**config.mk**
```make
export PLATFORM = sky130hd
export DESIGN_NAME = uart_tx_frame
export DESIGN_NICKNAME = d
export VERILOG_FILES = /design/src/rtl/uart_tx_frame.sv
export SDC_FILE = /design/constraint.sdc
export NUM_CORES = 1
export LEC_CHECK = 0
export ABC_AREA = 1
export BUFFER_PORTS_ARGS = -buffer_cell sky130_fd_sc_hd__buf_2
export CAP_MARGIN = 20
export CORE_UTILIZATION = 40
export DETAILED_ROUTE_END_ITERATION = 10
export GPL_TIMING_DRIVEN = 0
export PLACE_DENSITY = 0.58
export SLEW_MARGIN = 30
export SYNTH_ARGS = -nofsm -noshare
export SYNTH_HDL_FRONTEND = slang
export SYNTH_SLANG_ARGS = --single-unit
```
**constraint.sdc**
```tcl
create_clock -name clk -period 2.8 [get_ports clk]
set_input_delay 0.14 -clock clk [delete_from_list [all_inputs] [get_ports clk]]
set_output_delay 0.14 -clock clk [all_outputs]
set_load 0.05 [all_outputs]
```
**src/rtl/uart_tx_frame.sv**
```systemverilog
module uart_tx_frame #(
  parameter int TPB = 16
) (
  input  logic       clk,
  input  logic       rst_n,
  input  logic       tick,
  input  logic       load,
  input  logic [7:0] data,
  input  logic [1:0] wlen,
  input  logic       stop_sel,
  input  logic       par_en,
  input  logic       par_even,
  input  logic       par_stick,
  input  logic       brk,
  output logic       txd,
  output logic       busy
);
  localparam int CW = $clog2(2 * TPB);

  typedef enum logic [2:0] {IDLE, START, DATA, PAR, STOP} st_t;
  st_t st;

  logic [7:0]    sh;
  logic [2:0]    idx;
  logic [CW-1:0] tcnt, lim;
  logic [1:0]    c_wlen;
  logic          c_stop, c_pe, c_par, ser;

  wire [7:0] mask  = 8'hFF >> (2'd3 - wlen);
  wire       ones  = ^(data & mask);
  wire       pbit  = par_stick ? ~par_even : (par_even ? ones : ~ones);
  wire [2:0] last  = 3'd4 + {1'b0, c_wlen};
  wire       accept = load && (st == IDLE);

  always_comb begin
    lim = CW'(TPB - 1);
    if (st == STOP && c_stop)
      lim = (c_wlen == 2'd0) ? CW'(TPB + TPB / 2 - 1) : CW'(2 * TPB - 1);
  end

  always_ff @(posedge clk) begin
    if (!rst_n) begin
      st <= IDLE; ser <= 1'b1; tcnt <= '0; idx <= '0; sh <= '0;
      c_wlen <= '0; c_stop <= 1'b0; c_pe <= 1'b0; c_par <= 1'b0;
    end else if (accept) begin
      st <= START; ser <= 1'b0; tcnt <= '0; idx <= '0; sh <= data;
      c_wlen <= wlen; c_stop <= stop_sel; c_pe <= par_en; c_par <= pbit;
    end else if (tick && st != IDLE) begin
      if (tcnt != lim) begin
        tcnt <= tcnt + 1'b1;
      end else begin
        tcnt <= '0;
        case (st)
          START: begin st <= DATA; ser <= sh[0]; end
          DATA: begin
            if (idx == last) begin
              st  <= c_pe ? PAR : STOP;
              ser <= c_pe ? c_par : 1'b1;
            end else begin
              idx <= idx + 1'b1;
              ser <= sh[1];
              sh  <= sh >> 1;
            end
          end
          PAR:  begin st <= STOP; ser <= 1'b1; end
          default: begin st <= IDLE; ser <= 1'b1; end
        endcase
      end
    end
  end

  assign busy = (st != IDLE);
  assign txd  = ser & ~brk;
endmodule

```
Yosys cells after proc, flatten, opt, wreduce, memory -nomap -nowiden. Index checks and enable logic that the tools add are counted. Widths: inputs -> output; s select.

Flip-flop bits (word level): 25. Bits of input ports: 19. Logic and storage cells: 70.

Eq/ne operators: 10. Bitwise operators: 8. Shifts and indexed selects: 1. Reductions and logical operators: 15. $add $sub $neg: 4. Muxes and demuxes: 22.

Operators with widths (number): $mux 8 (5); $mux 1 (10); $mux 5 (2); $pmux 3 s3 (1); $and 8x8->8 (1); $reduce_and 4->1 (2); $reduce_xor 8->1 (1); $shr 8x2->8 const A (1); $eq 3x2->1 const B (2); $mux 3 (2); $ne 2x2->1 const B (3); $not 1->1 (6); $reduce_and 3->1 (2); $add 5x1->5 const B (1); $ne 5x5->1 (1); $mux 4 (1); $reduce_bool 2->1 (2); $add 3x1->3 const B (1); $add 3x2->3 const A (1); $eq 3x1->1 const B (1); $eq 3x3->1 (1); $eq 3x3->1 const B (1); $logic_and 1x1->1 (3); $logic_not 3->1 (1); 8 further kinds (8).

Logic depth before layout (Yosys ltp). Gate-level depths: netlist of the first run.

Depth in word-level cells: 7. Mapped depth: 12. Gate-level depth less buffers: 12.

Worst setup path after synthesis of the first run. OpenSTA, ideal clock, no wires.

Path kind: register to register. From: register st[0]. To: register sh[0]. Buffers on the path: 1. Library setup time: 0.114 ns. Slack: 1.205 ns. Arrival time: 1.481 ns. Cell stages (with the launch flop): 13. Cells stage by stage: dfxtp_1 > nor2_4 > nand2_2 > nand2_4 > inv_4 > nand3_4 > clkinv_2 > nand3_4 > nand2_2 > buf_6 > nand3_2 > nand2_1 > nor2_2.

Elaborated cells on any way between the ends: 15.

RTL lines: start, declared (RTL line 21) `st_t st;`; start signal, assigned (RTL line 57) `st <= c_pe ? PAR : STOP;`; $reduce_bool 3->1; net busy (RTL line 16) `output logic busy`; $logic_and 1x1->1 (RTL line 48) `end else if (tick && st != IDLE) begin`; $reduce_bool 2->1 (no line); $reduce_and 4->1 (no line); end signal, assigned (RTL line 62) `sh <= sh >> 1;`; end, declared (RTL line 23) `logic [7:0] sh;`.

The timed path passes the listed nets, and every way through them passes these cells. A chain may end at the register's enable or synchronous reset.

Final worst setup path of the first run.
From: register st[0]. To: register sh[3].

Word-level cells in the longest chain between the ends: 6. Elaborated cells on any way between the ends: 15.

Ends and longest elaborated chain: $eq 3x3->1 (RTL line 37) `if (st == STOP && c_stop)`; $logic_and 1x1->1 (RTL line 37); $mux 5 (RTL line 37); $ne 5x5->1 (RTL line 49) `if (tcnt != lim) begin`; $ne 2x2->1 (no line); $reduce_and 4->1 (no line).

Parallel ways exist; a longest one is shown, timed or not.

==> flow_summary_export.csv, run 1 <==
group,metric,value,unit
clock_network,clock_sinks,25,
sta,hold_viol_final,0,
setup_path,cp-start-kind,"flip-flop",
power_and_ir_drop,power.leakage,0.796,nW
drt,drtIter0Drc,65,
clock_network,cts_buffer_depth,2,
synthesis,async_reset_ff_share,0,%
synthesis,ys_warn_count,0,
setup_path,r2r_start,"st[0]$_SDFFE_PN0P_",
sta,tns,0,ns
clock_network,cts_hold_buf,0,
global_routing,grt_max_degree,16,
floorplanning,core,0.00344,mm^2
setup_path,cp.arrival,1.83,ns
synthesis,syn_area_per_cell,6.72,um^2
synthesis,synth-seq-cells,25,
setup_path,timing.reg2reg.setup_slack,1.18,ns
floorplanning,die_h,62.8,um
global_routing,antenna_found_initial,0,
floorplanning,ioPinCount,21,
sta,rsz0062_at_grt,"no",
layout,drive_gt1_share,22.1,%
placement,place_hpwl,2290,um
placement,port_buffers,20,
clock_network,path_clk_slew,0.10,ns
hold_path,whs_endpoint,"c_stop$_SDFFE_PN0P_",
setup_path,r2r_cells,8,
layout,multi_input_area,828,um^2
layout,syn_to_final_growth,14.0,%
synthesis,syn_nets,241,
setup_path,rr_endpoint,"sh[3]$_SDFFE_PN0P_",
global_routing,grt_pass1_wl,5390,um
synthesis,synth.cell_area,0.00148,mm^2
setup_path,cp.required,3.01,ns
drt,wl_per_cell,10.0,um
layout,diodes,0,
power_and_ir_drop,power_density,444,mW/mm^2
synthesis,synth_edf_count,0,
layout,instances_no_fill,290,
synthesis,synthFlopType,"dfxtp_1",
clock_network,cts_setup_buffers,0,
floorplanning,die_w,62.8,um
clock_network,cts_max_level,1,
placement,place_congestion,0.752,
sta,setup_viol,0,
clock_network,worstSkewPairLatency,0.27,ns
drt,first_pass_iters,4,
synthesis,yosysSeqAreaShare,33.9,%
clock_network,cts_root_buffer,"clkbuf_8",
floorplanning,start_util,42.9,%
sta,worst_slew_pin_slew,0.440,ns
sta,slew_violations,0,
hold_path,min_path_cells,3,
setup_path,critPathKind,"reg2reg",
drt,drc_errors,0,
clock_network,cts_tree,"done",
power_and_ir_drop,power.total,0.747,mW
sta,max_slew_margin,70.7,%
drt,via_per_inst,4.50,
drt,finalWirelength,2910,um
synthesis,ys_types,29,
hold_path,min_from,"stop_sel",
clock_network,cts_resized,0,
setup_path,cp_max_fo,10,
sta,clock_skew,0.00886,ns
power_and_ir_drop,vdd_ir_drop_max,0.265,mV
global_routing,grt-ovfl-total,0,
status,status,"finished, final reports clean",
clock_network,cts-buffers-inserted,3,
global_routing,first_global_vias,1241,
drt,drtAntennaViolNets,0,
setup_path,cp-end-kind,"flip-flop",
layout,regArea,500,um^2
drt,vias,1305,
placement,placedCellCount,286,
synthesis,syn_inst,220,
global_routing,track_usage,17.1,%
sta,post-route-period-util,57.8,%
job,maxCapViolCount,0,
layout,fin_nets,266,
hold_path,holdCritPathClass,"in2reg",
layout,fill_cells,384,
sta,finalCriticalPeriod,1.62,ns
floorplanning,dieArea,0.00394,mm^2
sta,timing.fmax,618,MHz
floorplanning,rows,21,
registers in the layout (all words and copies together), names as in the netlist:
register  flops
c_stop        1
c_pe          1
c_par         1
idx           3
c_wlen        2
st            3
sh            8
tcnt          5
ser           1
metal layers:
layer  track usage (%)  vias up  part of all wire (%)
li1                  -      739                     -
met2              27.3       20                    43
met5                 0        -                     0
met4              4.36        0                  0.79
met1              23.1      544                    53
met3              4.01        2                   3.3
worst max-delay path, stage by stage, from the launching register on:
cell	delay, ns
dfxtp_1	0.38
nor2_4	0.16
nand3_1	0.17
inv_1	0.11
clkbuf_1	0.36
nand2_1	0.12
nand3_2	0.09
nand2_1	0.06
nor2_2	0.09
worst max path at each step:
stage	start	end	slack [ns]	depth (start not counted)
4_1_cts	st[0]$_SDFFE_PN0P_	sh[3]$_SDFFE_PN0P_	1.15	8
6_report	st[0]$_SDFFE_PN0P_	sh[3]$_SDFFE_PN0P_	1.18	8
3_3_place_gp	st[0]$_SDFFE_PN0P_	sh[3]$_SDFFE_PN0P_	1.21	8
2_1_floorplan	st[0]$_SDFFE_PN0P_	sh[0]$_SDFFE_PN0P_	1.20	12
5_1_grt	st[0]$_SDFFE_PN0P_	sh[3]$_SDFFE_PN0P_	0.97	8
3_5_place_dp	st[1]$_SDFFE_PP0P_	sh[3]$_SDFFE_PN0P_	1.20	9
cell families after synthesis:
group / after synthesis / synth area share (%)
xor gates and xnor gates: 7 / 4.15
buffers and inverters: 36 / 10.1
AOI/OAI and AO/OA: 29 / 10.8
and+or+nand+nor: 121 / 39.5
adders and majority gates: 2 / 1.69
DFF: 25 / 33.9
cell type report:
cell class / count / area share, %
tap: 46 / 3.42
inverter: 31 / 7.13
sequential: 25 / 29.7
clock buffer: 3 / 2.45
clock inverter: 1 / 0.446
buffer: 5 / 1.71
timing repair buffer: 20 / 5.94
multi-input combinational: 159 / 49.2
where the power goes:
part	total (mW)	switching, mW	internal [mW]
clock network	0.224	0.123	0.101
registers	0.383	0.0104	0.372
logic	0.140	0.0881	0.0524
metrics by stage:
step	area (um^2)	util, %	setup slack [ns]	hold slack [ns]
after global placement	1640	47.5	1.21	0.416
final	1680	48.9	1.18	0.136
after global routing	1680	48.9	0.975	0.149
after floorplan	1480	-	1.20	0.285
after CTS	1680	48.9	1.15	0.128
after detailed placement	1640	47.5	1.20	0.422
cells in the final DEF, fill, tap and decap left out, types with 3 or more instances in the layout:
cell type and count:
nor2_1 19, a21oi_1 14, or2_2 3, nand2_2 4, inv_1 27, o21ai_1 3, buf_2 22, nand3_1 14
clkbuf_8 3, o21ai_0 8, nand2_1 64, dfxtp_1 25, nand4_1 3, nor2_2 4, nand3_2 4, xor2_1 5
cell usage after synthesis, types with 2 or more instances:
cell type	number	area, um^2
nor2_4	2	22.5
o21ai_0	8	40.0
nand4_1	3	18.8
nor2_2	4	25.0
ha_1	2	25.0
nor2_1	19	71.3
xnor2_1	2	17.5
nand2_1	64	240
a21oi_1	14	70.1
inv_2	2	7.51
dfxtp_1	25	500
xor2_1	5	43.8
nand3_4	2	35.0
nand3_2	4	40.0
buf_2	2	10.0
nand2_2	4	25.0
or2_2	3	18.8
nand3_1	14	70.1
o21ai_1	3	15.0
inv_1	27	101
a21oi_2	2	17.5
clkbuf_1	2	7.51
(Power assumes the default switching activity.)
==> inputs of run 2 (changes only) <==
PLACE_DENSITY = 0.6   (was 0.58)
clock period = 1.4 ns   (was 2.8 ns; I/O delays follow)
==> flow_summary_export.csv, run 2 (synthesis results as in run 1) <==
group,metric,value,unit
setup_path,cp_max_fo,10,
power_and_ir_drop,power_density,786,mW/mm^2
placement,port_buffers,20,
job,maxCapViolCount,0,
layout,instances_no_fill,312,
sta,tns,-2.60,ns
sta,finalCriticalPeriod,1.57,ns
setup_path,cp_cell_sequence,"nor2_4, buf_4, buf_6, nand3_4, buf_8, buf_6, o21ai_0, a21oi_1",
layout,fill_cells,343,
power_and_ir_drop,switchingPower,0.471,mW
floorplanning,rows,21,
drt,drtIter0Drc,61,
global_routing,antenna_found_initial,0,
layout,layout_commonest_cell,"nand2_1",
layout,final_util,58.6,%
power_and_ir_drop,vdd_ir_drop_max,0.315,mV
global_routing,grt_pass1_wl,5730,um
drt,drtAntennaViolNets,0,
floorplanning,dieArea,0.00394,mm^2
placement,place_congestion,0.776,
global_routing,track_usage,18.3,%
clock_network,cts_root_buffer,"clkbuf_8",
setup_path,cp-end-kind,"flip-flop",
setup_path,r2r_start,"st[0]$_SDFFE_PN0P_",
layout,largest_reg_flops,8,
hold_path,whs_endpoint,"c_stop$_SDFFE_PN0P_",
layout,fin_area,0.00202,mm^2
drt,wl_per_cell,11.0,um
clock_network,cts_max_level,1,
drt,via_per_inst,4.58,
layout,final_cell_mix,"nand2_1, inv_1, dfxtp_1",
clock_network,cts_buffer_depth,2,
drt,finalWirelength,3440,um
floorplanning,die_w,62.8,um
power_and_ir_drop,sw_frac_of_total,29.7,%
sta,setup_viol,24,
setup_path,critPathKind,"reg2reg",
layout,regArea,509,um^2
global_routing,first_global_vias,1342,
sta,worst_slew_pin_slew,0.484,ns
drt,drc_errors,0,
placement,post_dp_cell_area,0.00166,mm^2
clock_network,cts_tree,"done",
status,status,"complete, but fails checks",
global_routing,grt-ovfl-total,0,
power_and_ir_drop,power.total,1.58,mW
hold_path,min_path_cells,3,
sta,max_slew_margin,67.7,%
clock_network,worstSkewPairLatency,0.27,ns
status,violations,"negative setup slack",
floorplanning,start_util,42.9,%
layout,multi_input_area,922,um^2
clock_network,clock_sinks,25,
layout,fin_nets,288,
layout,diodes,0,
sta,hold_viol_final,0,
layout,max_flop_register,"sh",
placement,placedCellCount,286,
layout,syn_to_final_growth,36.4,%
clock_network,path_clk_slew,0.09,ns
sta,timing.final.ws_setup,-0.168,ns
floorplanning,core,0.00344,mm^2
sta,clock_skew,0.00708,ns
setup_path,timing.reg2reg.setup_slack,-0.17,ns
sta,timing.fmax,638,MHz
power_and_ir_drop,clockPowerShare,27.5,%
drt,vias,1430,
placement,place_ws,-0.212,ns
setup_path,cpMostUsedCell,"buf_6",
placement,place_hpwl,2280,um
sta,post-route-period-util,112,%
hold_path,min_from,"stop_sel",
power_and_ir_drop,p_seq_share,48.2,%
power_and_ir_drop,power.leakage,0.940,nW
floorplanning,die_h,62.8,um
setup_path,rr_endpoint,"c_wlen[0]$_SDFFE_PN0P_",
setup_path,r2r_cells,8,
layout,reg_top3,"sh x8, tcnt x5",
hold_path,holdCritPathClass,"in2reg",
sta,holdWs,0.0570,ns
layout,drive_gt1_share,38.7,%
clock_network,cts-buffers-inserted,3,
setup_path,cp.required,1.55,ns
setup_path,cp_slowest_cell,"dfxtp_4",
setup_path,cp-start-kind,"flip-flop",
power_and_ir_drop,comb_power_share,24.2,%
clock_network,cts_hold_buf,0,
sta,slew_violations,0,
setup_path,max_stage_delay,0.37,ns
power_and_ir_drop,intPower,1.11,mW
setup_path,cp.arrival,1.72,ns
sta,rsz0062_at_grt,"yes",
floorplanning,ioPinCount,21,
drt,first_pass_iters,4,
global_routing,grt_max_degree,15,
-- run 2: cell types whose count changed in the layout (fill, tap and decap cells not counted), moves of 3 or more --
cell / delta
nor2_2: +6
nor2_1: -7
buf_4: +18
dfxtp_1: -3
o21ai_0: -5
o21ai_1: +3
nand2_4: +3
nand2_1: -6
inv_1: -3
nand2_2: +3
nand3_1: -3
-- run 2: worst max-delay path, delay by kind of cell (launching register included) --
family                 cells  cell delay, ns
AOI/OAI and AO/OA          2            0.26
buffers and inverters      4            0.54
DFF                        1            0.37
and+or+nand+nor            2            0.30
-- run 2: final cells by class --
class                      count  share of cell area (%)
buffer                         4                    2.23
clock buffer                   3                    2.05
clock inverter                 1                   0.248
inverter                      31                    6.46
multi-input combinational    159                    45.7
sequential                    25                    25.3
tap                           46                    2.86
timing repair buffer          42                    14.8
timing repair inverter         1                   0.372
-- run 2: worst max-delay path by stage --
stage / start / to / slack [ns] / cells after the start
3_5_place_dp: st[2]$_SDFFE_PP0P_ / sh[3]$_SDFFE_PN0P_ / -0.21 / 10
5_1_grt: st[0]$_SDFFE_PN0P_ / idx[2]$_SDFFE_PP0P_ / -0.27 / 12
4_1_cts: st[1]$_SDFFE_PP0P_ / sh[3]$_SDFFE_PN0P_ / -0.16 / 10
2_1_floorplan: st[0]$_SDFFE_PN0P_ / sh[5]$_SDFFE_PN0P_ / -0.09 / 11
3_3_place_gp: st[2]$_SDFFE_PP0P_ / sh[2]$_SDFFE_PN0P_ / -0.22 / 10
6_report: st[0]$_SDFFE_PN0P_ / c_wlen[0]$_SDFFE_PN0P_ / -0.17 / 8
-- run 2: metal layers --
| metal | vias up | GRT usage, % | share of wire [%] |
|---|---|---|---|
| li1 | 777 | - | - |
| met1 | 634 | 22.5 | 46 |
| met2 | 17 | 32.1 | 50 |
| met3 | 2 | 1.64 | 1.9 |
| met4 | 0 | 8.72 | 1.3 |
| met5 | - | 0 | 0 |
-- run 2: power by group through the flow --
stage               clock, mW  sequential [mW]  combinational, mW
floorplan                   0            0.779              0.213
global placement            0            0.783              0.286
detailed placement          0            0.783              0.290
CTS                     0.453            0.765              0.325
global route            0.481            0.769              0.426
finish                  0.436            0.764              0.384
-- run 2: timing repair --
item,in CTS,in global routing
resized for setup,21,21
setup endpoints to repair,24,24
setup buffers,8,14
pin swaps,4,11
gates cloned,1,1
==> inputs of run 3 (changes only) <==
PLACE_DENSITY = 0.58   (was 0.6)
clock period = 1.6 ns   (was 1.4 ns; I/O delays follow)
==> flow_summary_export.csv, run 3 (synthesis results as in run 1) <==
group,metric,value,unit
setup_path,cp_top_family,"simple AND/OR/NAND/NOR gates",
layout,reg_top3,"sh x8, tcnt x5",
layout,layout_commonest_cell,"nand2_1",
status,status,"finished, final reports clean",
setup_path,cp_cell_sequence,"nor2_4, nand3_2, nand2_2, nand2_2, nor2_4, nand3_4, nand2_4, buf_8, nand3_2, nand2_2, nor2_2",
drt,dr_wl_met3,72,um
sta,rsz0062_at_grt,"yes",
placement,place_congestion,0.752,
clock_network,clock_sinks,25,
placement,placedCellCount,286,
floorplanning,rows,21,
setup_path,cp_slowest_cell,"dfxtp_4",
clock_network,worstSkewPairLatency,0.28,ns
setup_path,path_depth,11,
sta,slew_violations,0,
placement,port_buffers,20,
drt,maxUsedRoutingLayer,"met4",
layout,drive_gt1_share,30.5,%
clock_network,cts_buffer_depth,2,
sta,holdWs,0.0777,ns
sta,timing.fmax,628,MHz
hold_path,min_path_cells,3,
power_and_ir_drop,power.total,1.34,mW
clock_network,cts_root_buffer,"clkbuf_8",
layout,fin_nets,271,
setup_path,cp.arrival,1.77,ns
clock_network,cts_tree,"done",
setup_path,cp-start-kind,"flip-flop",
layout,max_flop_register,"sh",
setup_path,r2r_cells,11,
layout,syn_to_final_growth,22.9,%
sta,clock_skew,0.00908,ns
drt,finalWirelength,3130,um
drt,wl_met2,1450,um
global_routing,antenna_found_initial,0,
drt,met1Wirelength,1590,um
drt,drtAntennaViolNets,0,
power_and_ir_drop,power_density,737,mW/mm^2
setup_path,cp-end-kind,"flip-flop",
layout,final_util,52.8,%
global_routing,grt_max_degree,16,
drt,drtIter0Drc,53,
drt,wl_per_cell,10.6,um
setup_path,max_stage_delay,0.37,ns
layout,fill_cells,372,
drt,first_pass_iters,3,
setup_path,critPathKind,"reg2reg",
clock_network,path_clk_slew,0.10,ns
drt,drc_errors,0,
drt,vias,1349,
setup_path,cpMostUsedCell,"nand2_2",
sta,finalCriticalPeriod,1.59,ns
clock_network,cts_max_level,1,
setup_path,cp.required,1.77,ns
sta,post-route-period-util,99.5,%
global_routing,first_global_vias,1296,
sta,setup_viol,0,
global_routing,track_usage,18.1,%
floorplanning,start_util,42.9,%
job,maxCapViolCount,0,
layout,diodes,0,
sta,hold_viol_final,0,
global_routing,grt_pass1_wl,5670,um
layout,instances_no_fill,295,
layout,largest_reg_flops,8,
power_and_ir_drop,power.leakage,0.838,nW
floorplanning,die_h,62.8,um
placement,place_hpwl,2290,um
setup_path,crit_buf_inv,1,
clock_network,cts_hold_buf,0,
sta,worst_slew_pin_slew,0.482,ns
setup_path,cp_max_fo,5,
hold_path,holdCritPathClass,"in2reg",
floorplanning,core,0.00344,mm^2
floorplanning,ioPinCount,21,
sta,max_slew_margin,67.9,%
power_and_ir_drop,vdd_ir_drop_max,0.468,mV
clock_network,cts-buffers-inserted,3,
drt,via_per_inst,4.57,
floorplanning,dieArea,0.00394,mm^2
floorplanning,die_w,62.8,um
layout,final_cell_mix,"nand2_1, inv_1, dfxtp_1",
global_routing,grt-ovfl-total,0,
==> run 3: worst register-to-register path, stage by stage (launching register included) <==
cell	delay [ns]
dfxtp_4	0.37
nor2_4	0.18
nand3_2	0.10
nand2_2	0.09
nand2_2	0.06
nor2_4	0.14
nand3_4	0.12
nand2_4	0.12
buf_8	0.13
nand3_2	0.06
nand2_2	0.06
nor2_2	0.04
==> run 3: cell type report <==
class                      instances  area [um^2]  share of cell area (%)
tap                               46         57.6                    3.17
sequential                        25          512                    28.2
buffer                             4         31.3                    1.72
timing repair buffer              26          165                    9.09
inverter                          31          124                    6.82
multi-input combinational        159          878                    48.3
clock inverter                     1         7.51                   0.413
clock buffer                       3         41.3                    2.27
==> run 3: timing repair <==
| item | in CTS | in global routing |
|---|---|---|
| setup endpoints to repair | 4 | 19 |
| pin swaps | 6 | 9 |
| endpoints found under the hold margin | 0 | 0 |
| setup buffers | 3 | 2 |
| gates cloned | 1 | 0 |
| gates resized for setup | 12 | 14 |
==> run 3: power by group <==
part | switching, mW | total [mW] | internal [mW]
Clock | 0.219 | 0.396 | 0.177
Sequential | 0.0176 | 0.665 | 0.648
Combinational | 0.167 | 0.278 | 0.112
==> run 3: path summary, 6_finish.rpt <==
check / startpoint / end / slack [ns]
max: st[1]$_SDFFE_PP0P_ / sh[3]$_SDFFE_PN0P_ / 0.008
min: stop_sel / c_stop$_SDFFE_PN0P_ / 0.08
max reg2reg: st[1]$_SDFFE_PP0P_ / sh[3]$_SDFFE_PN0P_ / 0.008
min reg2reg: sh[7]$_SDFFE_PN0P_ / sh[7]$_SDFFE_PN0P_ / 0.48
==> run 3: stage by stage <==
step | setup WS [ns] | area [um^2] | setup TNS [ns]
global placement | 0.00977 | 1640 | 0
floorplan | 0.00484 | 1480 | 0
CTS | 0.00174 | 1770 | 0
global route | -0.0869 | 1820 | -0.495
finish | 0.00847 | 1820 | 0
detailed placement | -0.00360 | 1640 | -0.00360
==> run 3: layer usage <==
layer / vias up / GRT usage [%]
met5: - / 0
met2: 16 / 29.9
li1: 745 / -
met3: 2 / 4.01
met1: 586 / 23.7
met4: 0 / 4.36
